[config.mk]
export PLATFORM = sky130hd
export DESIGN_NAME = spi_reg_master
export DESIGN_NICKNAME = d
export VERILOG_FILES = /design/src/rtl/spi_reg_pkg.sv /design/src/rtl/spi_clk_div.sv /design/src/rtl/spi_shift_engine.sv /design/src/rtl/spi_reg_master.sv
export SDC_FILE = /design/constraint.sdc
export NUM_CORES = 1
export LEC_CHECK = 0
export CAP_MARGIN = 40
export CORE_MARGIN = 3
export CORE_UTILIZATION = 40
export CTS_CLUSTER_SIZE = 28
export DETAILED_ROUTE_END_ITERATION = 8
export DONT_BUFFER_PORTS = 1
export GPL_TIMING_DRIVEN = 0
export HOLD_SLACK_MARGIN = 0.03
export PLACE_DENSITY = 0.56
export SLEW_MARGIN = 30
export SYNTH_ARGS = -nofsm -noshare
export SYNTH_HDL_FRONTEND = slang
export SYNTH_HIERARCHICAL = 1
export SYNTH_SLANG_ARGS = --single-unit
export TNS_END_PERCENT = 50
[constraint.sdc]
create_clock -name clk -period 2.15 [get_ports clk]
set_input_delay 0.645 -clock clk [delete_from_list [all_inputs] [get_ports clk]]
set_output_delay 0.645 -clock clk [all_outputs]
set_load 0.01 [all_outputs]
[src/rtl/spi_reg_pkg.sv]
`timescale 1ns/1ps
package spi_reg_pkg;
  localparam int REG_W  = 32;
  localparam int ADDR_W = 6;
  localparam int LEN_W  = $clog2(REG_W);
  localparam int HALF_W = 4;

  localparam logic [ADDR_W-1:0] OFS_CTRL = 6'h00;
  localparam logic [ADDR_W-1:0] OFS_STAT = 6'h04;
  localparam logic [ADDR_W-1:0] OFS_TXW  = 6'h10;
  localparam logic [ADDR_W-1:0] OFS_RXW  = 6'h20;

  // control bit positions
  localparam int C_START   = 30;
  localparam int C_POL_HI  = 27;
  localparam int C_POL_LO  = 26;
  localparam int C_HALF_HI = 25;
  localparam int C_HALF_LO = 22;
  localparam int C_PHA_HI  = 19;
  localparam int C_PHA_LO  = 18;
  localparam int C_TXEN    = 15;
  localparam int C_RXEN    = 14;
  localparam int C_CSVAL   = 13;
  localparam int C_CSSW    = 12;

  // status bit positions
  localparam int S_BUSY  = 31;
  localparam int S_DONE  = 30;
  localparam int S_RXFL  = 29;
  localparam int S_TXFL  = 28;
  localparam int S_UNR   = 27;
  localparam int S_OVF   = 26;
  localparam int S_RXE   = 25;
  localparam int S_RXF   = 24;
  localparam int S_TXE   = 23;
  localparam int S_TXF   = 22;

  typedef struct packed {
    logic [1:0]        pol;
    logic [HALF_W-1:0] half;
    logic [1:0]        pha;
    logic              tx_en;
    logic              rx_en;
    logic              cs_val;
    logic              cs_sw;
    logic [LEN_W-1:0]  len;
  } ctrl_t;
endpackage

[src/rtl/spi_clk_div.sv]
`timescale 1ns/1ps
module spi_clk_div #(
  parameter int HW = 4
) (
  input  logic          clk,
  input  logic          rst_n,
  input  logic          run,
  input  logic [HW-1:0] half,
  output logic          tick
);
  logic [HW-1:0] cnt_q;

  always_ff @(posedge clk or negedge rst_n) begin
    if (!rst_n)            cnt_q <= '0;
    else if (!run)         cnt_q <= '0;
    else if (cnt_q == half) cnt_q <= '0;
    else                   cnt_q <= cnt_q + 1'b1;
  end

  assign tick = run && (cnt_q == half);
endmodule

[src/rtl/spi_shift_engine.sv]
`timescale 1ns/1ps
module spi_shift_engine #(
  parameter int DW = 32,
  parameter int LW = $clog2(DW)
) (
  input  logic          clk,
  input  logic          rst_n,
  input  logic          start,
  input  logic [LW-1:0] len,
  input  logic          pha,
  input  logic [DW-1:0] tx_word,
  input  logic          miso,
  input  logic          tick,
  output logic          running,
  output logic          sclk_raw,
  output logic          mosi,
  output logic          done,
  output logic [DW-1:0] rx_word
);
  localparam logic [LW-1:0] TOP_IDX = LW'(DW - 1);

  logic [DW-1:0] sr_q, rx_q;
  logic [LW:0]   edge_q;
  logic [LW-1:0] len_q;
  logic          pha_q, last_q, sclk_q;
  logic          lead, smp, shf, final_edge;

  assign lead       = ~edge_q[0];
  assign smp        = lead ^ pha_q;
  assign shf        = ~smp && (edge_q != '0);
  assign final_edge = (edge_q == {len_q, 1'b1});

  always_ff @(posedge clk or negedge rst_n) begin
    if (!rst_n) begin
      sr_q    <= '0;
      rx_q    <= '0;
      edge_q  <= '0;
      len_q   <= '0;
      pha_q   <= 1'b0;
      last_q  <= 1'b0;
      sclk_q  <= 1'b0;
      running <= 1'b0;
      done    <= 1'b0;
    end else begin
      done <= 1'b0;
      if (start && !running) begin
        sr_q    <= tx_word << (TOP_IDX - len);
        rx_q    <= '0;
        edge_q  <= '0;
        len_q   <= len;
        pha_q   <= pha;
        last_q  <= 1'b0;
        sclk_q  <= 1'b0;
        running <= 1'b1;
      end else if (running && last_q) begin
        running <= 1'b0;
        last_q  <= 1'b0;
        done    <= 1'b1;
      end else if (running && tick) begin
        sclk_q <= ~sclk_q;
        if (smp) rx_q <= {rx_q[DW-2:0], miso};
        if (shf) sr_q <= {sr_q[DW-2:0], 1'b0};
        if (final_edge) last_q <= 1'b1;
        else            edge_q <= edge_q + 1'b1;
      end
    end
  end

  assign sclk_raw = sclk_q;
  assign mosi     = running && sr_q[DW-1];
  assign rx_word  = rx_q;
endmodule

[src/rtl/spi_reg_master.sv]
`timescale 1ns/1ps
module spi_reg_master
  import spi_reg_pkg::*;
#(
  parameter int AW = ADDR_W,
  parameter int DW = REG_W
) (
  input  logic          clk,
  input  logic          rst_n,
  input  logic          bus_valid,
  input  logic          bus_write,
  input  logic [AW-1:0] bus_addr,
  input  logic [DW-1:0] bus_wdata,
  output logic          bus_ready,
  output logic          rd_valid,
  output logic [DW-1:0] rd_data,
  output logic          spi_sclk,
  output logic          spi_mosi,
  input  logic          spi_miso,
  output logic          spi_cs_n
);
  localparam int LW = $clog2(DW);

  ctrl_t         ctrl_q;
  logic          busy_q, done_flag, unr_q, ovf_q;
  logic          tx_full, rx_full;
  logic [DW-1:0] tx_q, rx_q;
  logic          wr_acc, rd_acc, wr_ctrl, wr_stat, wr_tx, rd_rx, go;
  logic          tick, eng_run, eng_done, sclk_raw;
  logic [DW-1:0] eng_rx;
  logic [DW-1:0] ctrl_rd, stat_rd;

  assign bus_ready = 1'b1;
  assign wr_acc  = bus_valid && bus_write;
  assign rd_acc  = bus_valid && !bus_write;
  assign wr_ctrl = wr_acc && (bus_addr == OFS_CTRL);
  assign wr_stat = wr_acc && (bus_addr == OFS_STAT);
  assign wr_tx   = wr_acc && (bus_addr == OFS_TXW);
  assign rd_rx   = rd_acc && (bus_addr == OFS_RXW);
  assign go      = wr_ctrl && !busy_q && bus_wdata[C_START];

  // control register: frozen while a transfer runs
  always_ff @(posedge clk or negedge rst_n) begin
    if (!rst_n) ctrl_q <= '0;
    else if (wr_ctrl && !busy_q) begin
      ctrl_q.pol    <= bus_wdata[C_POL_HI:C_POL_LO];
      ctrl_q.half   <= bus_wdata[C_HALF_HI:C_HALF_LO];
      ctrl_q.pha    <= bus_wdata[C_PHA_HI:C_PHA_LO];
      ctrl_q.tx_en  <= bus_wdata[C_TXEN];
      ctrl_q.rx_en  <= bus_wdata[C_RXEN];
      ctrl_q.cs_val <= bus_wdata[C_CSVAL];
      ctrl_q.cs_sw  <= bus_wdata[C_CSSW];
      ctrl_q.len    <= bus_wdata[LW-1:0];
    end
  end

  // activity and sticky flags
  always_ff @(posedge clk or negedge rst_n) begin
    if (!rst_n) begin
      busy_q    <= 1'b0;
      done_flag <= 1'b0;
      unr_q     <= 1'b0;
      ovf_q     <= 1'b0;
    end else begin
      if (go)            busy_q <= 1'b1;
      else if (eng_done) busy_q <= 1'b0;
      if (wr_stat && bus_wdata[S_DONE]) done_flag <= 1'b0;
      if (wr_stat && bus_wdata[S_UNR])  unr_q     <= 1'b0;
      if (wr_stat && bus_wdata[S_OVF])  ovf_q     <= 1'b0;
      if (eng_done)           done_flag <= 1'b1;
      if (rd_rx && !rx_full)  unr_q     <= 1'b1;
      if (wr_tx && tx_full)   ovf_q     <= 1'b1;
    end
  end

  // transmit holding word
  always_ff @(posedge clk or negedge rst_n) begin
    if (!rst_n) begin
      tx_q    <= '0;
      tx_full <= 1'b0;
    end else begin
      if (go || (wr_stat && bus_wdata[S_TXFL])) tx_full <= 1'b0;
      if (wr_tx && !tx_full) begin
        tx_q    <= bus_wdata;
        tx_full <= 1'b1;
      end
    end
  end

  // receive holding word
  always_ff @(posedge clk or negedge rst_n) begin
    if (!rst_n) begin
      rx_q    <= '0;
      rx_full <= 1'b0;
    end else begin
      if (rd_rx || (wr_stat && bus_wdata[S_RXFL])) rx_full <= 1'b0;
      if (eng_done && ctrl_q.rx_en) begin
        rx_q    <= eng_rx;
        rx_full <= 1'b1;
      end
    end
  end

  always_comb begin
    ctrl_rd = '0;
    ctrl_rd[C_START]            = busy_q;
    ctrl_rd[C_POL_HI:C_POL_LO]   = ctrl_q.pol;
    ctrl_rd[C_HALF_HI:C_HALF_LO] = ctrl_q.half;
    ctrl_rd[C_PHA_HI:C_PHA_LO]   = ctrl_q.pha;
    ctrl_rd[C_TXEN]             = ctrl_q.tx_en;
    ctrl_rd[C_RXEN]             = ctrl_q.rx_en;
    ctrl_rd[C_CSVAL]            = ctrl_q.cs_val;
    ctrl_rd[C_CSSW]             = ctrl_q.cs_sw;
    ctrl_rd[LW-1:0]             = ctrl_q.len;
    stat_rd = '0;
    stat_rd[S_BUSY] = busy_q;
    stat_rd[S_DONE] = done_flag;
    stat_rd[S_UNR]  = unr_q;
    stat_rd[S_OVF]  = ovf_q;
    stat_rd[S_RXE]  = !rx_full;
    stat_rd[S_RXF]  = rx_full;
    stat_rd[S_TXE]  = !tx_full;
    stat_rd[S_TXF]  = tx_full;
  end

  always_ff @(posedge clk or negedge rst_n) begin
    if (!rst_n) begin
      rd_valid <= 1'b0;
      rd_data  <= '0;
    end else begin
      rd_valid <= rd_acc;
      if (rd_acc) begin
        unique case (bus_addr)
          OFS_CTRL: rd_data <= ctrl_rd;
          OFS_STAT: rd_data <= stat_rd;
          OFS_RXW:  rd_data <= rx_full ? rx_q : '0;
          default:  rd_data <= '0;
        endcase
      end
    end
  end

  spi_clk_div #(.HW(HALF_W)) u_div (
    .clk  (clk),
    .rst_n(rst_n),
    .run  (eng_run),
    .half (ctrl_q.half),
    .tick (tick)
  );

  spi_shift_engine #(.DW(DW), .LW(LW)) u_eng (
    .clk     (clk),
    .rst_n   (rst_n),
    .start   (go),
    .len     (bus_wdata[LW-1:0]),
    .pha     (|bus_wdata[C_PHA_HI:C_PHA_LO]),
    .tx_word (ctrl_q.tx_en || bus_wdata[C_TXEN] ? (bus_wdata[C_TXEN] ? tx_q : '0) : '0),
    .miso    (spi_miso),
    .tick    (tick),
    .running (eng_run),
    .sclk_raw(sclk_raw),
    .mosi    (spi_mosi),
    .done    (eng_done),
    .rx_word (eng_rx)
  );

  assign spi_sclk = sclk_raw ^ (|ctrl_q.pol);
  assign spi_cs_n = ctrl_q.cs_sw ? !ctrl_q.cs_val : !busy_q;
endmodule

==> impl_metrics.py <==
metrics = {
    "routing": {
        "wl_met3_mm": 1.74,
        "first_iter_violations": 552,
        "vias": 7558,
        "drt-pass1-iter-count": 5,
        "remaining_drc_errors": 0,
        "via_per_inst": 5.59,
        "met1Wirelength_mm": 13.0,
        "top_layer_used": "met5",
        "wl_mm": 28.1,
        "wl_per_cell_um": 20.8,
        "ant_nets": 0,
        "wl_met2_mm": 12.8,
    },
    "cells_and_area": {
        "final_cells": 1353,
        "area_delta_synth_final_pct": 18.5,
        "drive_gt1_share_pct": 30.1,
        "fin_util_pct": 48.8,
        "final_cell_mix": "dfrtp_1, nand2_1, mux2_2, nor2_1, mux2i_1",
        "layout.nets": 1051,
        "final_common_cell": "dfrtp_1",
        "diodes": 0,
    },
    "clocking": {
        "clockBufferDepth": 3,
        "path_clk_slew_ps": 60,
        "cts_tree": "built",
        "clkLatencyLatePin_ps": 530,
        "htreeDepth": 1,
        "cts_buffers": 25,
        "cts.sinks": 204,
        "cts-root-buf": "clkbuf_16",
    },
    "die": {
        "initial_core_util_pct": 41.1,
        "coreArea_mm2": 0.0255,
        "die_area_mm2": 0.0282,
        "ioPinCount": 80,
        "die_h_um": 168,
        "rows": 58,
        "die_x_um": 168,
    },
    "synthesis": {
        "syn-mean-instance-area_um2": 11.0,
        "synthesis.nets": 1000,
        "synthArstFlopShare_pct": 100,
        "synth_top_flop_cell": "dfrtp_1",
        "synth_area_leaders": "dfrtp_1, mux2_2, nand2_1",
        "synth_edf_count": 0,
        "ys_types": 72,
        "yosys_warnings": 6,
        "synth_area_leader_cell": "dfrtp_1",
        "seq_area_frac_synth_pct": 48.7,
        "ys_ff_latch": 204,
        "synth_top_area_share_pct": 48.7,
        "netlist_area_mm2": 0.0105,
        "syn_inst": 954,
    },
    "timing": {
        "clock_skew_ps": 13.5,
        "rsz0062_at_grt": "yes",
        "fmax_mhz": 459,
        "tns_ps": -27.9,
        "worst_hold_slack_ps": -177,
        "finalWorstSetupSlack_ps": -27.9,
        "relSlewSlack_pct": 54.0,
        "drv_slew": 0,
        "finalSetupViolCount": 1,
        "min_period_over_period_pct": 101,
        "worst_pin_slew_ps": 690,
        "min_period_ps": 2180,
        "hold_violations": 204,
    },
    "setup_path": {
        "rr_startpoint": "u_eng/edge_q[0]",
        "critPathTopFamily": "simple AND/OR/NAND/NOR gates",
        "worstPathMaxFanout": 10,
        "slowest_delay_ps": 490,
        "r2r-end": "u_eng/sr_q[23]",
        "crit_type": "flip-flop to flip-flop",
        "cp-start-kind": "flip-flop",
        "r2r_cells": 8,
        "slowest_stage": "or4b_4",
        "end_kind": "flip-flop",
        "required_ps": 2560,
        "crit_chain": "inv_2 -> ha_4 -> or4b_4 -> o211ai_4 -> nand2_2 -> clkbuf_4 -> o21ai_0 -> o21ai_1",
        "rrSetupSlack_ps": -30,
        "cp_num_buf_inv": 2,
        "critPathArrivalTime_ps": 2580,
    },
    "status": {
        "status": "finished with violations",
        "failed_checks": "negative hold slack, negative setup slack",
    },
    "placed_design": {
        "port_buffers": 0,
        "place_ws_ps": -919,
        "post-place-cells": 1284,
        "gp_congestion": 0.897,
        "hpwl_mm": 20.2,
    },
    "power_and_ir_drop": {
        "p_leak_nw": 5.57,
        "cellPowerDensity_mw_per_mm2": 703,
        "ir_drop_mv": 0.515,
    },
    "global_route": {
        "grt_pass1_vias": 7883,
        "grtUsageTotal_pct": 20.1,
        "grt_pass1_wl_mm": 45.8,
        "grt-ovfl-total": 0,
        "grt_max_degree": 205,
        "grt_antenna_before_repair": 1,
    },
    "worst_hold_path": {
        "hp-class": "input port to async pin",
    },
    "job": {
        "maxCapViolCount": 0,
    },
}
## flip-flops by register name, summed over array words and instances, names as in the netlist, 4 cells and up
signal,count
ctrl_q,17
rd_data,32
rx_q,32
tx_q,32
u_div/cnt_q,4
u_eng/edge_q,6
u_eng/len_q,5
u_eng/rx_word,32
u_eng/sr_q,32
## where the power goes
group	leakage, nW	switching (mW)	internal, mW
combinational	2.51	0.247	0.215
clock	0.431	1.65	2.69
sequential	2.63	0.0326	3.90
total	5.57	1.93	6.80
## layout make-up
class	instances	area (um^2)
Buffer	64	536
Clock buffer	38	764
Clock inverter	7	100
Fill cell	2326	13100
Inverter	10	40.0
Multi-Input combinational cell	673	5250
Sequential cell	204	5110
Tap cell	330	413
Timing Repair Buffer	27	206
## timing repair
action                                  4_1_cts  5_1_grt
hold endpoints to repair                    204      204
buffers inserted                             16       11
pin swaps                                    11       14
gates resized for setup                      36       44
cloned                                        0        0
endpoints found under the setup margin      112       98
## metal layers
metal	track usage (%)	up-vias
li1	-	3512
met1	29.4	3812
met2	30.7	192
met3	4.16	40
met4	5.30	2
met5	0	-
## worst reg2reg max path, stage by stage (launching register included)
cell,delay [ps]
dfrtp_2,410
inv_2,70
ha_4,120
or4b_4,490
o211ai_4,290
nand2_2,170
clkbuf_4,240
o21ai_0,180
o21ai_1,90
## synthesized netlist by cell type, types with 3 or more instances
cell and count:
buf_6 5, buf_4 10, and3_1 4, o21ai_0 53, a221oi_1 4, dfrtp_1 204, mux4_1 10, o21a_1 5
nor2_1 50, nand2b_1 4, a22oi_1 19, o211ai_1 8, and2_1 38, a21oi_1 16, nor3_1 10, a22o_1 4
mux2i_1 42, o22ai_1 7, inv_1 9, o31ai_1 3, buf_1 6, o221ai_1 3, nand2_1 169, xor2_1 3
a32oi_1 9, nor2b_1 5, mux2_4 3, o21ai_1 11, clkbuf_1 30, a21boi_0 5, mux4_2 18, mux2_2 93
buf_2 14, ha_1 3, a2bb2oi_1 3, nand3_1 20, xnor2_1 13
## per-stage QoR
step | total power [mW] | cell area (um^2)
3_3_place_gp | 4.43 | 11200
6_report | 8.73 | 12400
4_1_cts | 8.81 | 12200
5_1_grt | 9.03 | 12400
3_5_place_dp | 4.43 | 11200
2_1_floorplan | 4.33 | 10700
## how the worst max path moves through the flow
stage                    start             end  slack [ps]  cells past startpoint
6_report       u_eng/edge_q[0]  u_eng/sr_q[23]         -30                      8
5_1_grt        u_eng/edge_q[0]  u_eng/sr_q[28]         -80                      8
4_1_cts            bus_addr[4]  u_eng/sr_q[31]         -40                     12
3_5_place_dp       bus_addr[4]  u_eng/sr_q[31]        -920                     12
3_3_place_gp       bus_addr[4]  u_eng/sr_q[19]        -950                     10
2_1_floorplan      bus_addr[4]  u_eng/sr_q[31]        -550                     12
## logic make-up after synthesis
family	Yosys count	synth area share (%)
multiplexers	167	21.0
other	1	0.0358
AND/OR/NAND/NOR	316	13.8
flip-flops	204	48.7
buffers and inverters	77	3.95
adder cells (fa/ha/maj)	3	0.358
AO/OA/AOI/OAI	170	10.8
XOR/XNOR	16	1.34
Power figures use the tool's default switching activity.
